[src/rtl/rtc_vault_pkg.sv]
package rtc_vault_pkg;
  localparam int ADDR_W = 3;
  localparam int DATA_W = 32;

  localparam logic [ADDR_W-1:0] RG_SEC   = 3'd0;
  localparam logic [ADDR_W-1:0] RG_FRAC  = 3'd1;
  localparam logic [ADDR_W-1:0] RG_ASEC  = 3'd2;
  localparam logic [ADDR_W-1:0] RG_AFRAC = 3'd3;
  localparam logic [ADDR_W-1:0] RG_CTRL  = 3'd4;
  localparam logic [ADDR_W-1:0] RG_STAT  = 3'd5;
  localparam logic [ADDR_W-1:0] RG_IEN   = 3'd6;

  localparam int B_RUN  = 3;
  localparam int B_BUSY = 10;
  localparam int B_NEXT = 9;
  localparam int B_DONE = 8;
  localparam int B_ERR  = 7;
  localparam int B_ALM  = 4;
  localparam int B_NV   = 1;
  localparam int B_SV   = 0;
endpackage

[src/rtl/rtc_vault_wrq.sv]
module rtc_vault_wrq #(
  parameter int LAT = 4,
  parameter int AW  = 3,
  parameter int DW  = 32
) (
  input  logic          clk,
  input  logic          rst,
  input  logic          req_i,
  input  logic [AW-1:0] req_addr_i,
  input  logic [DW-1:0] req_data_i,
  output logic          busy_o,
  output logic          accept_o,
  output logic          commit_o,
  output logic          drop_o,
  output logic [AW-1:0] cm_addr_o,
  output logic [DW-1:0] cm_data_o
);
  localparam int CW = $clog2(LAT) + 1;

  logic          busy_q;
  logic [CW-1:0] cnt_q;
  logic [AW-1:0] slot_addr_q;
  logic [DW-1:0] slot_data_q;

  assign busy_o    = busy_q;
  assign accept_o  = req_i && !busy_q;
  assign commit_o  = busy_q && (cnt_q == CW'(LAT-1));
  assign drop_o    = req_i && busy_q;
  assign cm_addr_o = slot_addr_q;
  assign cm_data_o = slot_data_q;

  always_ff @(posedge clk) begin
    if (rst) begin
      busy_q      <= 1'b0;
      cnt_q       <= '0;
      slot_addr_q <= '0;
      slot_data_q <= '0;
    end else if (busy_q) begin
      if (commit_o) busy_q <= 1'b0;
      else          cnt_q  <= cnt_q + 1'b1;
    end else if (req_i) begin
      busy_q      <= 1'b1;
      cnt_q       <= '0;
      slot_addr_q <= req_addr_i;
      slot_data_q <= req_data_i;
    end
  end


  commit_ends_busy_chk: assert property (@(posedge clk) disable iff (rst)
    commit_o |=> !busy_o);


  slot_hold_chk: assert property (@(posedge clk) disable iff (rst)
    (busy_q && !commit_o) |=> ($stable(slot_addr_q) && $stable(slot_data_q)));


  accept_busy_chk: assert property (@(posedge clk) disable iff (rst)
    accept_o |=> busy_o);
endmodule

[src/rtl/rtc_vault_timebase.sv]
module rtc_vault_timebase #(
  parameter int SW = 32,
  parameter int FW = 15,
  parameter int DW = 32
) (
  input  logic          clk,
  input  logic          rst,
  input  logic          run_i,
  input  logic          tick_i,
  input  logic          wr_sec_i,
  input  logic          wr_frac_i,
  input  logic [DW-1:0] wdata_i,
  input  logic [SW-1:0] alm_sec_i,
  input  logic [FW-1:0] alm_frac_i,
  output logic [SW-1:0] sec_o,
  output logic [FW-1:0] frac_o,
  output logic          hit_o
);
  logic [SW-1:0] sec_q;
  logic [FW-1:0] frac_q;
  logic          seeded_q;
  logic          adv;

  assign adv    = run_i && tick_i && seeded_q;
  assign sec_o  = sec_q;
  assign frac_o = frac_q;
  assign hit_o  = (alm_sec_i != '1) && (sec_q == alm_sec_i) && (frac_q == alm_frac_i);

  always_ff @(posedge clk) begin
    if (rst) begin
      sec_q    <= '0;
      frac_q   <= '0;
      seeded_q <= 1'b0;
    end else begin
      if (wr_sec_i) begin
        sec_q    <= wdata_i[SW-1:0];
        seeded_q <= 1'b1;
      end else if (adv && (frac_q == '1)) begin
        sec_q <= sec_q + 1'b1;
      end
      if (wr_frac_i)  frac_q <= wdata_i[FW-1:0];
      else if (adv)   frac_q <= frac_q + 1'b1;
    end
  end


  frozen_chk: assert property (@(posedge clk) disable iff (rst)
    (!seeded_q && !wr_sec_i && !wr_frac_i) |=> ($stable(frac_o) && $stable(sec_o)));


  wrap_chk: assert property (@(posedge clk) disable iff (rst)
    (adv && (frac_q == '1) && !wr_sec_i && !wr_frac_i) |=>
      ((frac_o == '0) && (sec_o == SW'($past(sec_o) + 1'b1))));


  halt_chk: assert property (@(posedge clk) disable iff (rst)
    (!run_i && !wr_sec_i && !wr_frac_i) |=> $stable(frac_o));
endmodule

[src/rtl/rtc_vault.sv]
module rtc_vault
  import rtc_vault_pkg::*;
#(
  parameter int LAT    = 4,
  parameter int FRAC_W = 15
) (
  input  logic        clk,
  input  logic        rst,
  input  logic        tick_en,
  input  logic        bus_sel,
  input  logic        bus_we,
  input  logic [2:0]  bus_addr,
  input  logic [31:0] bus_wdata,
  output logic [31:0] bus_rdata,
  output logic        irq
);
  localparam int SEC_W = DATA_W;

  logic              busy, accept, commit, drop;
  logic [ADDR_W-1:0] cm_addr;
  logic [DATA_W-1:0] cm_data;
  logic [SEC_W-1:0]  sec;
  logic [FRAC_W-1:0] frac;
  logic              hit;

  logic              run_q;
  logic [SEC_W-1:0]  alm_sec_q;
  logic [FRAC_W-1:0] alm_frac_q;
  logic [3:0]        ien_q;
  logic              next_q, done_q, err_q, alm_q, nv_q;
  logic [3:0]        flag_vec;
  logic              stat_wr;
  logic [DATA_W-1:0] stat_word, ien_word;
  logic [DATA_W-1:0] rdata_q;
  logic              irq_q;

  rtc_vault_wrq #(.LAT(LAT), .AW(ADDR_W), .DW(DATA_W)) wrq_i (
    .clk(clk), .rst(rst),
    .req_i(bus_sel && bus_we), .req_addr_i(bus_addr), .req_data_i(bus_wdata),
    .busy_o(busy), .accept_o(accept), .commit_o(commit), .drop_o(drop),
    .cm_addr_o(cm_addr), .cm_data_o(cm_data)
  );

  rtc_vault_timebase #(.SW(SEC_W), .FW(FRAC_W), .DW(DATA_W)) tb_i (
    .clk(clk), .rst(rst), .run_i(run_q), .tick_i(tick_en),
    .wr_sec_i(commit && (cm_addr == RG_SEC)),
    .wr_frac_i(commit && (cm_addr == RG_FRAC)),
    .wdata_i(cm_data), .alm_sec_i(alm_sec_q), .alm_frac_i(alm_frac_q),
    .sec_o(sec), .frac_o(frac), .hit_o(hit)
  );

  assign stat_wr  = commit && (cm_addr == RG_STAT);
  assign flag_vec = {next_q, done_q, err_q, alm_q};

  always_comb begin
    stat_word         = '0;
    stat_word[B_BUSY] = busy;
    stat_word[B_NEXT] = next_q;
    stat_word[B_DONE] = done_q;
    stat_word[B_ERR]  = err_q;
    stat_word[B_ALM]  = alm_q;
    stat_word[B_NV]   = nv_q;
    stat_word[B_SV]   = 1'b0;
    ien_word          = '0;
    ien_word[B_NEXT]  = ien_q[3];
    ien_word[B_DONE]  = ien_q[2];
    ien_word[B_ERR]   = ien_q[1];
    ien_word[B_ALM]   = ien_q[0];
  end

  // configuration registers
  always_ff @(posedge clk) begin
    if (rst) begin
      run_q      <= 1'b0;
      alm_sec_q  <= '1;
      alm_frac_q <= '0;
      ien_q      <= '0;
    end else if (commit) begin
      case (cm_addr)
        RG_ASEC:  alm_sec_q  <= cm_data[SEC_W-1:0];
        RG_AFRAC: alm_frac_q <= cm_data[FRAC_W-1:0];
        RG_CTRL:  run_q      <= cm_data[B_RUN];
        RG_IEN:   ien_q      <= {cm_data[B_NEXT], cm_data[B_DONE], cm_data[B_ERR], cm_data[B_ALM]};
        default: ;
      endcase
    end
  end

  // status flags
  always_ff @(posedge clk) begin
    if (rst) begin
      next_q <= 1'b0;
      done_q <= 1'b0;
      err_q  <= 1'b0;
      alm_q  <= 1'b0;
      nv_q   <= 1'b1;
    end else begin
      if (accept) begin
        next_q <= 1'b0;
        done_q <= 1'b0;
      end else if (commit) begin
        next_q <= 1'b1;
        done_q <= !(stat_wr && cm_data[B_DONE]);
      end
      if (drop)                         err_q <= 1'b1;
      else if (stat_wr && cm_data[B_ERR]) err_q <= 1'b0;
      if (hit)                          alm_q <= 1'b1;
      else if (stat_wr && cm_data[B_ALM]) alm_q <= 1'b0;
      if (stat_wr && cm_data[B_NV] && cm_data[B_SV]) nv_q <= 1'b0;
    end
  end

  // registered read port and interrupt
  always_ff @(posedge clk) begin
    if (rst) begin
      rdata_q <= '0;
      irq_q   <= 1'b0;
    end else begin
      irq_q <= |(flag_vec & ien_q);
      if (bus_sel && !bus_we) begin
        case (bus_addr)
          RG_SEC:   rdata_q <= sec;
          RG_FRAC:  rdata_q <= DATA_W'(frac);
          RG_ASEC:  rdata_q <= alm_sec_q;
          RG_AFRAC: rdata_q <= DATA_W'(alm_frac_q);
          RG_CTRL:  rdata_q <= DATA_W'(run_q) << B_RUN;
          RG_STAT:  rdata_q <= stat_word;
          RG_IEN:   rdata_q <= ien_word;
          default:  rdata_q <= '0;
        endcase
      end
    end
  end

  assign bus_rdata = rdata_q;
  assign irq       = irq_q;


  nv_clear_chk: assert property (@(posedge clk) disable iff (rst)
    $fell(nv_q) |-> $past(commit && (cm_addr == RG_STAT) && (cm_data[1:0] == 2'b11)));


  drop_err_chk: assert property (@(posedge clk) disable iff (rst)
    drop |=> err_q);


  irq_cause_chk: assert property (@(posedge clk) disable iff (rst)
    $rose(irq) |-> $past(|(flag_vec & ien_q)));


  alarm_set_chk: assert property (@(posedge clk) disable iff (rst)
    hit |=> alm_q);
endmodule

[config.mk]
export PLATFORM = sky130hd
export DESIGN_NAME = rtc_vault
export DESIGN_NICKNAME = d
export VERILOG_FILES = /design/src/rtl/rtc_vault_pkg.sv /design/src/rtl/rtc_vault_wrq.sv /design/src/rtl/rtc_vault_timebase.sv /design/src/rtl/rtc_vault.sv
export SDC_FILE = /design/constraint.sdc
export NUM_CORES = 1
export LEC_CHECK = 0
export ABC_CLOCK_PERIOD_IN_PS = 2900
export BUFFER_PORTS_ARGS = -buffer_cell sky130_fd_sc_hd__clkbuf_2
export CAP_MARGIN = 0
export CORE_ASPECT_RATIO = 1.5
export CORE_UTILIZATION = 55
export DETAILED_ROUTE_END_ITERATION = 8
export PLACE_DENSITY_LB_ADDON = 0.08
export SETUP_SLACK_MARGIN = 0.02
export SLEW_MARGIN = 10
export SYNTH_ARGS = -nofsm -noshare
export SYNTH_HDL_FRONTEND = slang
export SYNTH_SLANG_ARGS = --single-unit
[constraint.sdc]
create_clock -name clk -period 2.9 [get_ports clk]
set_clock_uncertainty 0.05 [all_clocks]
set_input_delay 0.145 -clock clk [delete_from_list [all_inputs] [get_ports clk]]
set_output_delay 0.145 -clock clk [all_outputs]
set_load 0.02 [all_outputs]
==> flow_summary.yaml <==
detailed_routing:
  drt_drc_violations_left: 0
  routed_via_density: 6.01
  drt_pre_antenna_iters: 5
  finalWirelength_um: 25800
  detail-route-antenna-nets: 0
  routed-via-count: 7830
  routed_wire_length_per_instance_um: 19.8
  initialDrtViolationCount: 545
grt:
  grt_use_met2_pct: 56.6
  number_of_global_route_vias_before_repair: 7395
  grt_pass1_wl_um: 40700
  grt_max_degree: 70
  globalRouteMet1Util_pct: 37.6
  grt_util_met3_pct: 5.47
  grt_use_total_pct: 32.7
  grt.busiest_layer: "met2"
  gr_ovfl_total: 0
  antenna_found_initial: 0
worst_hold_path:
  min_to: "bus_rdata[3]$_SDFFE_PP0P_"
  min_path_type: "in2reg"
  hold_depth: 4
  min_from: "bus_we"
synthesis:
  synth_xor_area_share_pct: 7.46
  synth_fp_nets: 1061
  ys_warnings: 0
  avgSynthCellArea_sq_um: 8.55
  synth.ff_latch_count: 177
  postSynth.topFlopCell: "sky130_fd_sc_hd__dfxtp_1"
  post_synth_and_or_nand_nor_area_fraction_pct: 27.5
  number_of_synthesized_flops_with_an_enable_pin: 0
  synth_top_family_by_area: "simple AND/OR/NAND/NOR gates"
  yosys.cell_types.count: 50
  post_synth_instance_area_sq_um: 8690
  synth_adder_area_share_pct: 0.576
  syn_inst: 1017
  yosys-mux-area-fraction_pct: 7.89
  synth_compound_area_share_pct: 11.7
  synth.yosys.seq_area_share_pct: 40.8
  synth-async-reset-ratio_pct: 0
timing:
  max_slew.worst_pin.slew_ns: 0.799
  setup_viol: 0
  timing_hold_violations_final: 0
  slew_headroom_pct: 46.8
  setup_repair_after_global_routing_missed_its_margin: "false"
  final_min_period_over_clock_period_pct: 90.5
  holdWs_ns: 0.0810
  max_frequency_mhz: 381
  layout_min_cycle_time_ns: 2.62
  fin_setup_tns_ns: 0
  report.final.slew_viol_count: 0
floorplan:
  design.portCount: 73
  core_outline_area_sq_um: 15300
  fp-row-count: 55
  die-width_um: 105
  fp.dieArea_sq_um: 16300
  floorplan.initialDensity_pct: 56.9
  dieHeight_um: 156
clocking:
  clk_pin_slew_ns: 0.07
  cts.repair.resized: 0
  worstSkewPairLatency_ns: 0.45
  clock_path_buffers: 2
  clk_root_buffer_cell: "sky130_fd_sc_hd__clkbuf_16"
  number_of_buffers_added_by_the_clock_tree_synthesis_step: 17
  cts_htree_levels: 4
  tritoncts_num_sinks: 177
  clock_tree_from_tritoncts: "yes"
finish:
  final_design_instance_area_without_fill_sq_um: 10100
  area_growth_pct: 16.6
  layout.cells.most_common_list: "sky130_fd_sc_hd__dfxtp_1, sky130_fd_sc_hd__nand2_1, sky130_fd_sc_hd__nor2_1"
  final_layout_size_suffix_gt1_share_pct: 16.3
  finalCoreUtilization_pct: 66.3
  final_common_cell: "sky130_fd_sc_hd__dfxtp_1"
  antennaDiodeCount: 0
  finish.net_count: 1134
power:
  power.density_nw_per_um2: 502
  power.leakage_uw: 0.00385
  post-layout-total-power_uw: 5080
  max_ir_drop_vdd_mv: 0.443
setup_path:
  cp_max_fo: 5
  startpoint_type: "flip-flop"
  end_kind: "flip-flop"
  crit_required_ns: 3.17
  crit-reg2reg-launch: "wrq_i.cnt_q[0]$_SDFFE_PP0P_"
  worst-r2r-setup-slack_ns: 0.28
  reg2reg_to: "err_q$_SDFFE_PP0P_"
  worst_endpoint_data_arrival_time_ns: 2.89
  critical_path_class: "reg2reg"
  ff2ff_path_depth: 9
placed_design:
  detailedPlacementHpwl_um: 18100
  port-buffer-count: 72
  placed_cell_area_sq_um: 9210
  gpl.final_weighted_congestion: 0.940
status:
  status: "complete, no violations"
job:
  cap_violations: 0
stage by stage:
stage,setup slack [ns],cells
2_1_floorplan,0.679,1017
4_1_cts,0.322,1302
3_3_place_gp,0.408,1236
3_5_place_dp,0.388,1236
6_report,0.276,1302
5_1_grt,0.0858,1302
where the power goes:
part | switching [uW] | leakage [uW] | internal (uW)
clock network | 1080 | 0.000283 | 1170
logic | 181 | 0.00214 | 138
registers | 45.5 | 0.00143 | 2470
total | 1310 | 0.00385 | 3770
layout make-up:
cell class | count | area [sq um]
clock inverters | 14 | 139
flip-flops and latches | 177 | 3540
well taps | 199 | 249
clock buffers | 18 | 439
repair buffers | 135 | 933
multi-input cells | 753 | 4810
fillers | 1329 | 5140
inverters | 6 | 22.5
registers in the layout, summed over array words and instances (netlist names), 3 cells and up:
register,flops
alm_frac_q,15
alm_sec_q,32
bus_rdata,32
ien_q,4
tb_i.frac_o,15
tb_i.sec_o,32
wrq_i.cm_addr_o,3
wrq_i.cm_data_o,32
wrq_i.cnt_q,3
cell usage after synthesis, types with 17 or more instances:
cell type	number	area [sq um]
sky130_fd_sc_hd__a211oi_1	33	248
sky130_fd_sc_hd__a21oi_1	52	260
sky130_fd_sc_hd__a22oi_1	31	233
sky130_fd_sc_hd__a311oi_1	17	149
sky130_fd_sc_hd__clkbuf_1	61	229
sky130_fd_sc_hd__dfxtp_1	177	3540
sky130_fd_sc_hd__mux2_2	17	191
sky130_fd_sc_hd__mux2i_1	22	220
sky130_fd_sc_hd__nand2_1	158	593
sky130_fd_sc_hd__nand3_1	17	85.1
sky130_fd_sc_hd__nand3b_1	37	278
sky130_fd_sc_hd__nand4_1	37	231
sky130_fd_sc_hd__nor2_1	122	458
sky130_fd_sc_hd__nor4_1	17	106
sky130_fd_sc_hd__xnor2_1	42	368
sky130_fd_sc_hd__xor2_1	32	280
cells by family after synthesis:
group,count (synthesis)
and+or+nand+nor,473
DFF,177
AOI/OAI and AO/OA,151
buffers and inverters,87
xor gates and xnor gates,74
muxes,51
adders and majority gates,4
layer usage:
| layer | vias up | routed length (um) |
|---|---|---|
| met5 | - | 0 |
| met4 | 0 | 1420 |
| met3 | 72 | 1100 |
| met2 | 253 | 12900 |
| met1 | 3723 | 10400 |
| li1 | 3782 | - |
critical path, stage by stage, from the launching register on:
cell	delay, ns
sky130_fd_sc_hd__dfxtp_1	0.36
sky130_fd_sc_hd__ha_1	0.16
sky130_fd_sc_hd__ha_1	0.16
sky130_fd_sc_hd__buf_4	0.14
sky130_fd_sc_hd__nand3_1	0.12
sky130_fd_sc_hd__nor3b_1	0.60
sky130_fd_sc_hd__nand2_1	0.12
sky130_fd_sc_hd__a32oi_1	0.17
sky130_fd_sc_hd__dlygate4sd3_1	0.59
sky130_fd_sc_hd__nor2_1	0.04
worst max path at each step:
| stage | startpoint | to | slack [ns] | depth (start not counted) |
|---|---|---|---|---|
| detailed placement | wrq_i.cnt_q[0]$_SDFFE_PP0P_ | tb_i.sec_o[31]$_SDFFE_PP0P_ | 0.39 | 8 |
| CTS | wrq_i.cnt_q[0]$_SDFFE_PP0P_ | err_q$_SDFFE_PP0P_ | 0.32 | 9 |
| floorplan | wrq_i.cnt_q[0]$_SDFFE_PP0P_ | tb_i.sec_o[20]$_SDFFE_PP0P_ | 0.68 | 9 |
| global route | wrq_i.cnt_q[0]$_SDFFE_PP0P_ | err_q$_SDFFE_PP0P_ | 0.09 | 9 |
| finish | wrq_i.cnt_q[0]$_SDFFE_PP0P_ | err_q$_SDFFE_PP0P_ | 0.28 | 9 |
| global placement | wrq_i.cnt_q[0]$_SDFFE_PP0P_ | tb_i.sec_o[31]$_SDFFE_PP0P_ | 0.41 | 8 |
timing repair:
action,CTS,global route
hold endpoints to repair,33,0
hold buffers,34,0
setup buffers,0,0
Note: power is estimated with default switching activity, not from simulation.
